==> src/rtl/qcls_pkg.sv <==
package qcls_pkg;
    localparam int NUM_QUEUES = 4;
    localparam int QW         = $clog2(NUM_QUEUES);
    localparam int NUM_CRIT   = 3;
    localparam int LVL_W      = 2;
    localparam int TAB_AW     = 6;
    localparam int PCP_W      = 3;
    localparam int CR_VLAN    = 0;
    localparam int CR_PCP     = 1;
    localparam int CR_DSCP    = 2;
    localparam logic [1:0] SEL_DFLT = 2'd3;

    typedef struct packed {
        logic          vld;
        logic [QW-1:0] q;
    } qent_t;

    typedef enum logic [1:0] {
        S_IDLE = 2'd0,
        S_READ = 2'd1,
        S_EMIT = 2'd2
    } cls_state_t;
endpackage

==> src/rtl/qcls_table.sv <==
module qcls_table
    import qcls_pkg::*;
#(
    parameter int AW = 6
) (
    input  logic          clk,
    input  logic          rst_n,
    input  logic          wr_en,
    input  logic [AW-1:0] wr_addr,
    input  qent_t         wr_data,
    input  logic          rd_en,
    input  logic [AW-1:0] rd_addr,
    output qent_t         rd_data
);
    localparam int DEPTH = 1 << AW;

    qent_t mem [DEPTH];

    always_ff @(posedge clk) begin
        if (!rst_n) begin
            for (int i = 0; i < DEPTH; i++) mem[i] <= '0;
        end else if (wr_en) begin
            mem[wr_addr] <= wr_data;
        end
    end

    always_ff @(posedge clk) begin
        if (!rst_n)     rd_data <= '0;
        else if (rd_en) rd_data <= mem[rd_addr];
    end
endmodule

==> src/rtl/qcls_rank.sv <==
module qcls_rank
    import qcls_pkg::*;
(
    input  logic                           clk,
    input  logic                           rst_n,
    input  logic                           wr_en,
    input  logic [NUM_CRIT-1:0][LVL_W-1:0] lvl_in,
    output logic [NUM_CRIT-1:0][LVL_W-1:0] rank,
    output logic                           err
);
    logic legal;

    always_comb begin
        legal = 1'b1;
        for (int a = 0; a < NUM_CRIT; a++) begin
            if (lvl_in[a] == '0) legal = 1'b0;
            for (int b = a + 1; b < NUM_CRIT; b++)
                if (lvl_in[a] == lvl_in[b]) legal = 1'b0;
        end
    end

    always_ff @(posedge clk) begin
        if (!rst_n) begin
            for (int c = 0; c < NUM_CRIT; c++) rank[c] <= LVL_W'(c + 1);
            err <= 1'b0;
        end else if (wr_en) begin
            if (legal) rank <= lvl_in;
            err <= !legal;
        end
    end
endmodule

==> src/rtl/qcls_top.sv <==
module qcls_top
    import qcls_pkg::*;
#(
    parameter int VID_W = 12
) (
    input  logic             clk,
    input  logic             rst_n,
    input  logic             desc_valid,
    input  logic [VID_W-1:0] desc_vid,
    input  logic [2:0]       desc_pcp,
    input  logic [5:0]       desc_dscp,
    input  logic             desc_has_vlan,
    input  logic             desc_has_ipv4,
    input  logic             cfg_wr,
    input  logic [1:0]       cfg_sel,
    input  logic [5:0]       cfg_addr,
    input  logic [2:0]       cfg_data,
    input  logic             prio_wr,
    input  logic [1:0]       prio_vlan,
    input  logic [1:0]       prio_pcp,
    input  logic [1:0]       prio_dscp,
    output logic             q_valid,
    output logic [1:0]       q_index,
    output logic             prio_err
);
    cls_state_t state, state_nx;
    logic accept;

    logic [NUM_CRIT-1:0][LVL_W-1:0]  rank;
    logic [NUM_CRIT-1:0][TAB_AW-1:0] rd_addr;
    logic [NUM_CRIT-1:0]             present_q;
    logic [NUM_CRIT-1:0]             hit;
    qent_t                           ent [NUM_CRIT];
    logic [QW-1:0]                   dflt_q;
    logic [QW-1:0]                   sel_q;
    logic [QW-1:0]                   res_q;

    assign accept = desc_valid && (state != S_READ);

    assign rd_addr[CR_VLAN] = desc_vid[TAB_AW-1:0];
    assign rd_addr[CR_PCP]  = TAB_AW'(desc_pcp);
    assign rd_addr[CR_DSCP] = desc_dscp;

    generate
        for (genvar c = 0; c < NUM_CRIT; c++) begin : g_tab
            localparam int AW_C = (c == CR_PCP) ? PCP_W : TAB_AW;
            qcls_table #(.AW(AW_C)) u_tab (
                .clk     (clk),
                .rst_n   (rst_n),
                .wr_en   (cfg_wr && (cfg_sel == 2'(c))),
                .wr_addr (cfg_addr[AW_C-1:0]),
                .wr_data (qent_t'(cfg_data)),
                .rd_en   (accept),
                .rd_addr (rd_addr[c][AW_C-1:0]),
                .rd_data (ent[c])
            );
            assign hit[c] = ent[c].vld && present_q[c];
        end
    endgenerate

    qcls_rank u_rank (
        .clk    (clk),
        .rst_n  (rst_n),
        .wr_en  (prio_wr),
        .lvl_in ({prio_dscp, prio_pcp, prio_vlan}),
        .rank   (rank),
        .err    (prio_err)
    );

    always_ff @(posedge clk) begin
        if (!rst_n)                            dflt_q <= '0;
        else if (cfg_wr && cfg_sel == SEL_DFLT) dflt_q <= cfg_data[QW-1:0];
    end

    always_ff @(posedge clk) begin
        if (!rst_n) begin
            present_q <= '0;
        end else if (accept) begin
            present_q[CR_VLAN] <= desc_has_vlan;
            present_q[CR_PCP]  <= desc_has_vlan;
            present_q[CR_DSCP] <= desc_has_ipv4;
        end
    end

    // Walk levels from lowest to highest precedence; the last hit wins.
    always_comb begin
        sel_q = dflt_q;
        for (int lvl = NUM_CRIT; lvl >= 1; lvl--)
            for (int c = 0; c < NUM_CRIT; c++)
                if (rank[c] == LVL_W'(lvl) && hit[c]) sel_q = ent[c].q;
    end

    always_comb begin
        state_nx = state;
        unique case (state)
            S_IDLE:  if (desc_valid) state_nx = S_READ;
            S_READ:  state_nx = S_EMIT;
            S_EMIT:  state_nx = desc_valid ? S_READ : S_IDLE;
            default: state_nx = S_IDLE;
        endcase
    end

    always_ff @(posedge clk) begin
        if (!rst_n) state <= S_IDLE;
        else        state <= state_nx;
    end

    always_ff @(posedge clk) begin
        if (!rst_n)               res_q <= '0;
        else if (state == S_READ) res_q <= sel_q;
    end

    always_comb begin
        q_valid = (state == S_EMIT);
        q_index = res_q;
    end
endmodule

==> config.mk <==
export PLATFORM = sky130hd
export DESIGN_NAME = qcls_top
export DESIGN_NICKNAME = d
export VERILOG_FILES = /design/src/rtl/qcls_pkg.sv /design/src/rtl/qcls_table.sv /design/src/rtl/qcls_rank.sv /design/src/rtl/qcls_top.sv
export SDC_FILE = /design/constraint.sdc
export NUM_CORES = 1
export LEC_CHECK = 0
export ABC_CLOCK_PERIOD_IN_PS = 2450
export BUFFER_PORTS_ARGS = -buffer_cell sky130_fd_sc_hd__buf_2
export CORE_MARGIN = 5
export CORE_UTILIZATION = 25
export DETAILED_ROUTE_END_ITERATION = 16
export GPL_ROUTABILITY_DRIVEN = 1
export PLACE_DENSITY = 0.38
export SETUP_SLACK_MARGIN = 0.05
export SLEW_MARGIN = 5
export SYNTH_ARGS = -nofsm -noshare
export SYNTH_HDL_FRONTEND = slang
export SYNTH_SLANG_ARGS = --single-unit
==> constraint.sdc <==
create_clock -name clk -period 2.45 [get_ports clk]
set_input_delay 0.3675 -clock clk [delete_from_list [all_inputs] [get_ports clk]]
set_output_delay 0.3675 -clock clk [all_outputs]
set_load 0.05 [all_outputs]
# After elaboration in Yosys (flattened, before gate mapping)
# Memory sizes are Yosys's and may differ from the RTL's. A register that Yosys moved wholly into a read port is not among the register bits.
# Index checks and enable logic that the tools add are counted.
classes:
  mux: 37
  n_eq_ne: 19
  n_reduce_logical: 30
ops:
  columns: ["cell", "n"]
  rows:
  - ["$mux W1", 20]
  - ["$mux W2", 10]
  - ["$eq A2 B2 Y1 const B", 9]
  - ["$logic_and A1 B1 Y1", 17]
  - ["$mux W3", 4]
  - ["$mux W6", 2]
  - ["$eq A2 B1 Y1 const B", 5]
  - ["$logic_not A2 Y1", 5]
  - ["$reduce_or A3 Y1", 3]
  - ["$eq A2 B2 Y1", 3]
  - ["$pmux W2 S3", 1]
  - ["$logic_not A1 Y1", 4]
  - ["$ne A2 B1 Y1 const B", 1]
  - ["$ne A2 B2 Y1 const B", 1]
  - ["$reduce_and A2 Y1", 1]
word_totals:
  n_memories: 3
  word_cells: 97
  inputBits: 45
  ram_bits: 408
  reg_bits: 16
  output_inout_bits: 4
memory_table:
  columns: ["name", "words", "word_bits", "read_ports", "rd_clocked_by_memory_dff", "wr", "line_no", "text"]
  rows:
  - ["g_tab[0].u_tab.mem", 64, 3, 1, 1, 64, "qcls_table.sv:17", "qent_t mem [DEPTH];"]
  - ["g_tab[2].u_tab.mem", 64, 3, 1, 1, 64, "qcls_table.sv:17", null]
  - ["g_tab[1].u_tab.mem", 8, 3, 1, 1, 8, "qcls_table.sv:17", null]

# Longest topological paths before layout
# Gate-level depths: netlist of run 1.
logic_depth:
  ltp_word: 11
  ltp_mapped: 9

# Cells and area by module
# Synthesis of run 1 repeated with hierarchy kept, for this count alone.
hier_totals:
  cells_unflattened: 1733
  area_unflattened_um2: 21573.2
modules_own_cells:
  columns: ["module", "cells_each", "n_inst", "area_each_um2"]
  rows:
  - ["qcls_table (g_tab[0].u_tab ...)", 764, 2, 9665.5]
  - ["qcls_table (g_tab[1].u_tab)", 95, 1, 1267.5]
  - ["qcls_top", 73, 1, 616.8]
  - ["qcls_rank", 37, 1, 357.8]

# Least setup slack after synthesis of run 1
# Ideal clock, no wire load.
synth_timing:
  kind: "input -> register"
  start: "input rst_n"
  end: "memory g_tab[2].u_tab.mem[58][0] in the netlist's numbering, enable pin"
  path_buffers: 2
  cell_stages: 6
  setup_slack_ns: 0.466
  arrival_time_ns: 1.639
  t_required_ns: 2.106
  cell_sequence: "buf_4 > nand2_1 > nor4b_2 > nand3_1 > clkbuf_1 > o21ai_0"
synth_lines:
  columns: ["item", "line_no", "text"]
  rows:
  - ["from (decl)", "qcls_top.sv:7", "input logic rst_n,"]
  - ["to (decl)", "qcls_table.sv:17", null]

==> results of run 1 <==
## area by class of cell
class                           count  area (µm²)  area share
Sequential cell                   432       12700       0.527
Multi-Input combinational cell    990        6540       0.270
Timing Repair Buffer              234        2000      0.0826
Clock buffer                       69        1390      0.0574
Tap cell                         1050        1310      0.0544
Clock inverter                     23         194     0.00802
Antenna cell                        2        5.00    0.000207
Inverter                            1        3.75    0.000155
## synthesized netlist by cell type, types with 8 or more instances
library cell  number
a21oi_1           18
a22oi_1           13
a31oi_1            8
and2_1            29
buf_2             14
buf_4              9
buf_6              9
clkbuf_1         113
dfxtp_1           24
edfxtp_1         408
mux2i_1          100
mux4_1            10
mux4_2            68
nand2_1           76
nand3_1           18
nor2_1           410
nor2b_1           17
o211ai_1           8
o21ai_0          139
o22ai_1           25
## path summary, 6_finish.rpt
kind                            slack, ns                               startpoint                                     end
worst max-delay path                 0.45  g_tab[0].u_tab.mem[37][2]$_SDFFCE_PN0P_  g_tab[0].u_tab.rd_data[2]$_SDFFE_PN0P_
worst min-delay path                 0.05                            desc_has_vlan               present_q[1]$_SDFFE_PN0P_
worst max register to register       0.45  g_tab[0].u_tab.mem[37][2]$_SDFFCE_PN0P_  g_tab[0].u_tab.rd_data[2]$_SDFFE_PN0P_
worst min register to register       0.43                    state[0]$_SDFFE_PN0P_                   state[0]$_SDFFE_PN0P_
## logic make-up (layout without fill, tap and decap cells)
kind of cell / count (synthesis) / count (layout) / share of synthesized area
and+or+nand+nor: 586 / 586 / 0.124
DFF: 432 / 432 / 0.638
AOI/OAI and AO/OA: 226 / 226 / 0.0630
muxes: 178 / 178 / 0.140
buffers and inverters: 149 / 327 / 0.0348
other: 0 / 2 / 0
## timing repair
action | 4_1_cts | 5_1_grt
resized for setup | 0 | 0
setup endpoints to repair | 0 | 0
hold buffers | 6 | 0
hold endpoints to repair | 6 | 0
## cell usage in the layout (no fill, tap or decap), types with 24 or more instances in the layout
master	n
and2_1	29
buf_12	26
buf_2	40
buf_4	162
clkbuf_16	53
dfxtp_1	24
edfxtp_1	408
mux2i_1	100
mux4_2	68
nand2_1	76
nor2_1	410
o21ai_0	139
o22ai_1	25
## stage by stage
stage	std cells	area [µm²]	hold WS (ns)
after floorplan	1571	20000	0.404
after global placement	2701	22500	0.423
after detailed placement	2701	22500	0.423
after CTS	2799	24200	0.00805
after global routing	2801	24200	0.0177
final	2801	24200	0.0506
## power breakdown
part	leakage (nW)	switching, mW	internal (mW)
sequential	4.07	0.140	8.43
combinational	3.16	0.861	0.619
clock	0.769	3.07	4.26
## state kept, by name, summed over array words and instances, names as in the netlist
| signal | count |
|---|---|
| g_tab.u_tab.rd_data | 9 |
| dflt_q | 2 |
| u_rank.rank | 6 |
| g_tab.u_tab.mem | 408 |
| q_index | 2 |
| present_q | 2 |
| u_rank.err | 1 |
| state | 2 |
## metal layers
metal  vias to the layer above  part of all wire  GRT usage
met5                         -                 0          0
met1                      6702              0.45      0.206
met2                       320              0.48      0.247
met3                        85             0.047     0.0212
met4                         0             0.021     0.0322
li1                       6035                 -          -
## tightest hold or removal path: stages
cell     delay (ns)
buf_2          0.08
mux2i_1        0.06
nor2b_1        0.10
==> metrics, run 1 <==
post-detail-place hpwl=approximately 42000 µm; Starting Density=0.252; vias per std cell=about 4.7; Syn Nets=approximately 1600; Post-route DRC=0; Final Power=approximately 17 mW; CTS H-tree lvls=2; initial antenna violation count=5; Synth cell types=45; Port Buffers=42; Crit path depth=6; clk sinks=~430; register area share after synthesis=0.638; predominant post-synthesis flop cell=edfxtp_1; worst hold path type=input pin to flip-flop; Fillers=between 7000 and 8000; Yosys top cell by area=edfxtp_1; period utilization=0.816; EDFF count, synth=~400; Die ar.=about 0.086 mm²; gpl congestion=0.786; CTS buffer count=52; Remaining Overflow, GRT=0; Post-Route Setup TNS=0 ns; Leak Pwr=8.00 nW; slowest CP cell=mux4_2; dominant cells by area after synthesis=edfxtp_1 (61%), nor2_1 (7.7%), mux4_2 (7.7%); largest stage delay on the critical path=0.49 ns; CTS tree=done; DRT Pass-1 Iters=5; Slew Viols, Final=0; syn avg cell area=between 10 and 15 µm²; most frequent CP cell=o22ai_1; GRT Overall Usage=0.148; hold-critical path depth=3; largest net degree at the start of global routing=89; layout cells sized above 1=0.213; critical path's top delay family=multiplexers; PD cells=between 700 and 800 mW/mm²; final core occ=0.305; number of setup buffers added after CTS=0; pre-CTS setup slack=~0.077 ns; DR vias=about 13000; WL/cell=around 23 µm; first-pass GRT wire length=about 94000 µm; Netlist Area Pre-Place=~0.020 mm²; Max Cap Viol=0; Buf/Inv on CP=1; CP required=between 2 and 3 ns; RSZ-0062 raised after global routing=false; vias in the first global route=between 10000 and 15000; Seq cells post-synth=432; PnR worst setup slack=~0.45 ns; ANT nets after route=0; startpoint type of the worst setup path=flip-flop; Hold Fails Final Rpt=0; Clock Latency Late Sink=~0.60 ns; Clock transition at path regs=approximately 0.060 ns; maximum vdd drop=~480 µV; Area Overhead vs Synth=21.1%; Slew Limit Headroom=0.278; Die X=about 290 µm; ys async rst share=0; num ports=a little under 50; Rows=103; critical path class=flip-flop to flip-flop; core area=about 0.08 mm²; clock tree buffer depth=3; area share of the largest cell type after synthesis=0.614; Nets=between 1500 and 2000; Die H=a little under 300 µm; Fmax=between 500 and 600 MHz; YS warnings=0; DRC violation total after the first TritonRoute iteration=1097; status=finished clean; Synth Instances=between 1500 and 2000; Critical Path AT=around 2.5 ns; wirelength, routed=between 60000 and 70000 µm; R2R depth=6; clk root buf=clkbuf_16; Tightest Pin Transition=between 1 and 1.5 ns; CP Max Fanout=1; minimum clock period=~2 ns; Worst Clk Skew=between 0.02 and 0.03 ns; Final setup viols=0; crit-path cells=mux4_2 -> mux2i_1 -> o21ai_0 -> o22ai_1 -> buf_4 -> o22ai_1; Worst setup EP type=flip-flop
Note: power is estimated with default switching activity, not from simulation.
==> run 2, diff against run 1 <==
Settings changed: ABC_CLOCK_PERIOD_IN_PS 2450 to 2000.
Clock period 2.45 ns to 2 ns, I/O delays scaled along.
==> run 2 against run 1 <==
Net effect: combinational power increased by 29%; hold slack improved by 0.090 ns; first-iteration DRC count rose by 1.5%; die area unchanged; non-clock buffer count increased by 69; core utilization is 0.91 points higher; critical endpoint is now g_tab[0].u_tab.rd_data[1]$_SDFFE_PN0P_.
==> metrics, run 2 (synthesis gave the netlist of run 1 again) <==
CTS H-tree lvls=2 (unchanged); Reg2Reg Capture Point=g_tab[0].u_tab.rd_data[1]$_SDFFE_PN0P_ (was g_tab[0].u_tab.rd_data[2]$_SDFFE_PN0P_); FF-to-FF setup slack=0.12 ns (was 0.45 ns); Reg with most FFs=g_tab.u_tab.mem (unchanged); non-filler cells in the finished layout=2872 (was 2801); max layer used=met4 (unchanged); metal2 WL=32400 µm (was 31000 µm); Slew Viols, Final=0 (unchanged); Starting Density=0.252 (unchanged); hold-critical path depth=4 (was 3); CTS buffer count=51 (was 52); clock tree buffer depth=3 (unchanged); Crit Reg-Reg Startpoint=g_tab[0].u_tab.mem[18][1]$_SDFFCE_PN0P_ (was g_tab[0].u_tab.mem[37][2]$_SDFFCE_PN0P_); Hold Fails Final Rpt=0 (unchanged); Post-Route Setup TNS=0 ns (unchanged); minimum clock period=1.88 ns (was 2.00 ns); number of setup buffers added after CTS=0 (unchanged); hold path endpoint=g_tab[1].u_tab.rd_data[2]$_SDFFE_PN0P_ (was present_q[1]$_SDFFE_PN0P_); period utilization=0.939 (was 0.816); largest net degree at the start of global routing=119 (was 89); num ports=49 (unchanged); Post-route DRC=0 (unchanged); Met3 Wirelength=2720 µm (was 3000 µm); Fmax=532 MHz (was 500 MHz); Worst setup EP type=flip-flop (unchanged); most common cell after layout, fill and taps aside=nor2_1 (unchanged); vias in the first global route=14000 (was 13600); worst hold path type=input pin to flip-flop (unchanged); HP Start=desc_pcp[2] (was desc_has_vlan); R2R depth=7 (was 6); status=finished clean (unchanged); max reg flops=408 (unchanged); Tightest Pin Transition=0.679 ns (was 1.08 ns); gpl congestion=0.795 (was 0.786); ANT nets after route=0 (unchanged); Critical Path AT=2.35 ns (was 2.48 ns); GRT Overall Usage=0.152 (was 0.148); Die H=293 µm (unchanged); Slew Limit Headroom=0.547 (was 0.278); placed cell count=2766 (was 2701); Leak Pwr=8.38 nW (was 8.00 nW); CP required=2.47 ns (was 2.93 ns); PD cells=855 mW/mm² (was 720 mW/mm²); DRT Pass-1 Iters=7 (was 5); layout cells sized above 1=0.244 (was 0.213); Clock transition at path regs=0.06 ns (about the same); Largest regs=g_tab.u_tab.mem: 408 flops, g_tab.u_tab.rd_data: 9 flops, u_rank.rank: 6 flops (unchanged); Remaining Overflow, GRT=0 (unchanged); clk sinks=432 (unchanged); DR vias=13500 (was 13100); Clock Latency Late Sink=0.59 ns (was 0.60 ns); clk root buf=clkbuf_16 (unchanged); Die X=293 µm (unchanged); startpoint type of the worst setup path=flip-flop (unchanged); RSZ-0062 raised after global routing=true (was false); Nets=1824 (was 1756); most frequent cells in the layout=nor2_1 (410), edfxtp_1 (408), buf_4 (213), o21ai_0 (139), mux2i_1 (99) (was nor2_1 (410), edfxtp_1 (408), buf_4 (162), o21ai_0 (139), mux2i_1 (100)); CP Max Fanout=1 (unchanged); Area Overhead vs Synth=24.7% (was 21.1%); Final Power=21.3 mW (was 17.4 mW); Die ar.=0.0856 mm² (unchanged); vias per std cell=4.69 (about the same); M1 WL=29400 µm (was 29100 µm); Worst Clk Skew=0.0172 ns (was 0.0262 ns); DRC violation total after the first TritonRoute iteration=1114 (was 1097); maximum vdd drop=697 µV (was 482 µV); initial antenna violation count=3 (was 5); CTS tree=done (unchanged); Rows=103 (unchanged); critical path class=flip-flop to flip-flop (unchanged); post-detail-place hpwl=45300 µm (was 42500 µm); Port Buffers=42 (unchanged); first-pass GRT wire length=95600 µm (was 93800 µm); Max Cap Viol=0 (unchanged); core area=0.0791 mm² (unchanged); wirelength, routed=66100 µm (was 64400 µm); Final setup viols=0 (unchanged); WL/cell=23.0 µm (about the same)
run 2: cell count changes in the layout (fill, tap and decap cells not counted), sizes merged:
cell         before  now
dlygate4sd3       6   10
clkinv           18   21
bufinv            3    2
diode             2    1
buf             228  293
clkinvlp          1    2
run 2: through the flow:
stage | setup slack [ns] | util | cell area [µm²] | hold slack [ns]
floorplan | 0.0839 | - | 20000 | 0.404
global placement | -0.245 | 0.293 | 23200 | 0.416
detailed placement | -0.237 | 0.293 | 23200 | 0.427
CTS | 0.0867 | 0.314 | 24900 | 0.0988
global route | 0.0366 | 0.315 | 24900 | 0.143
finish | 0.122 | 0.315 | 24900 | 0.141
run 2: layout make-up:
| type | instances | area [µm²] |
|---|---|---|
| fill | 8001 | 54200 |
| sequential | 432 | 12700 |
| multi-input combinational | 990 | 6560 |
| timing repair buffer | 303 | 2700 |
| clock buffer | 69 | 1390 |
| tap | 1050 | 1310 |
| clock inverter | 26 | 188 |
| inverter | 1 | 3.75 |
| antenna | 1 | 2.50 |
run 2: timing repair:
item	4_1_cts	5_1_grt
endpoints found under the setup margin	1	3
gates resized for setup	1	3
hold buffers	10	0
endpoints found under the hold margin	10	0
run 2: how the worst max path moves through the flow:
| stage | start | endpoint | slack, ns |
|---|---|---|---|
| floorplan | rst_n | g_tab[2].u_tab.mem[58][0]$_SDFFCE_PN0P_ | 0.08 |
| global placement | desc_dscp[0] | g_tab[2].u_tab.rd_data[1]$_SDFFE_PN0P_ | -0.25 |
| detailed placement | desc_dscp[0] | g_tab[2].u_tab.rd_data[1]$_SDFFE_PN0P_ | -0.24 |
| CTS | g_tab[0].u_tab.mem[23][2]$_SDFFCE_PN0P_ | g_tab[0].u_tab.rd_data[2]$_SDFFE_PN0P_ | 0.09 |
| global route | g_tab[0].u_tab.mem[18][1]$_SDFFCE_PN0P_ | g_tab[0].u_tab.rd_data[1]$_SDFFE_PN0P_ | 0.04 |
| finish | g_tab[0].u_tab.mem[18][1]$_SDFFCE_PN0P_ | g_tab[0].u_tab.rd_data[1]$_SDFFE_PN0P_ | 0.12 |
run 2: power by group:
part / total [mW] / internal [mW] / switching [mW]
combinational: 1.91 / 0.842 / 1.07
sequential: 10.5 / 10.3 / 0.187
clock: 8.86 / 5.10 / 3.77
run 2: worst max-delay path: stages, from the launching register on:
cell,delay (ns)
edfxtp_1,0.38
mux4_2,0.49
mux2i_1,0.20
buf_4,0.16
o211ai_1,0.08
o22ai_1,0.22
buf_4,0.17
o22ai_1,0.07
run 2: routing by layer:
metal | GRT usage | vias to the layer above
met1 | 0.204 | 6869
met3 | 0.0192 | 94
met5 | 0 | -
met4 | 0.0408 | 0
li1 | - | 6185
met2 | 0.260 | 336
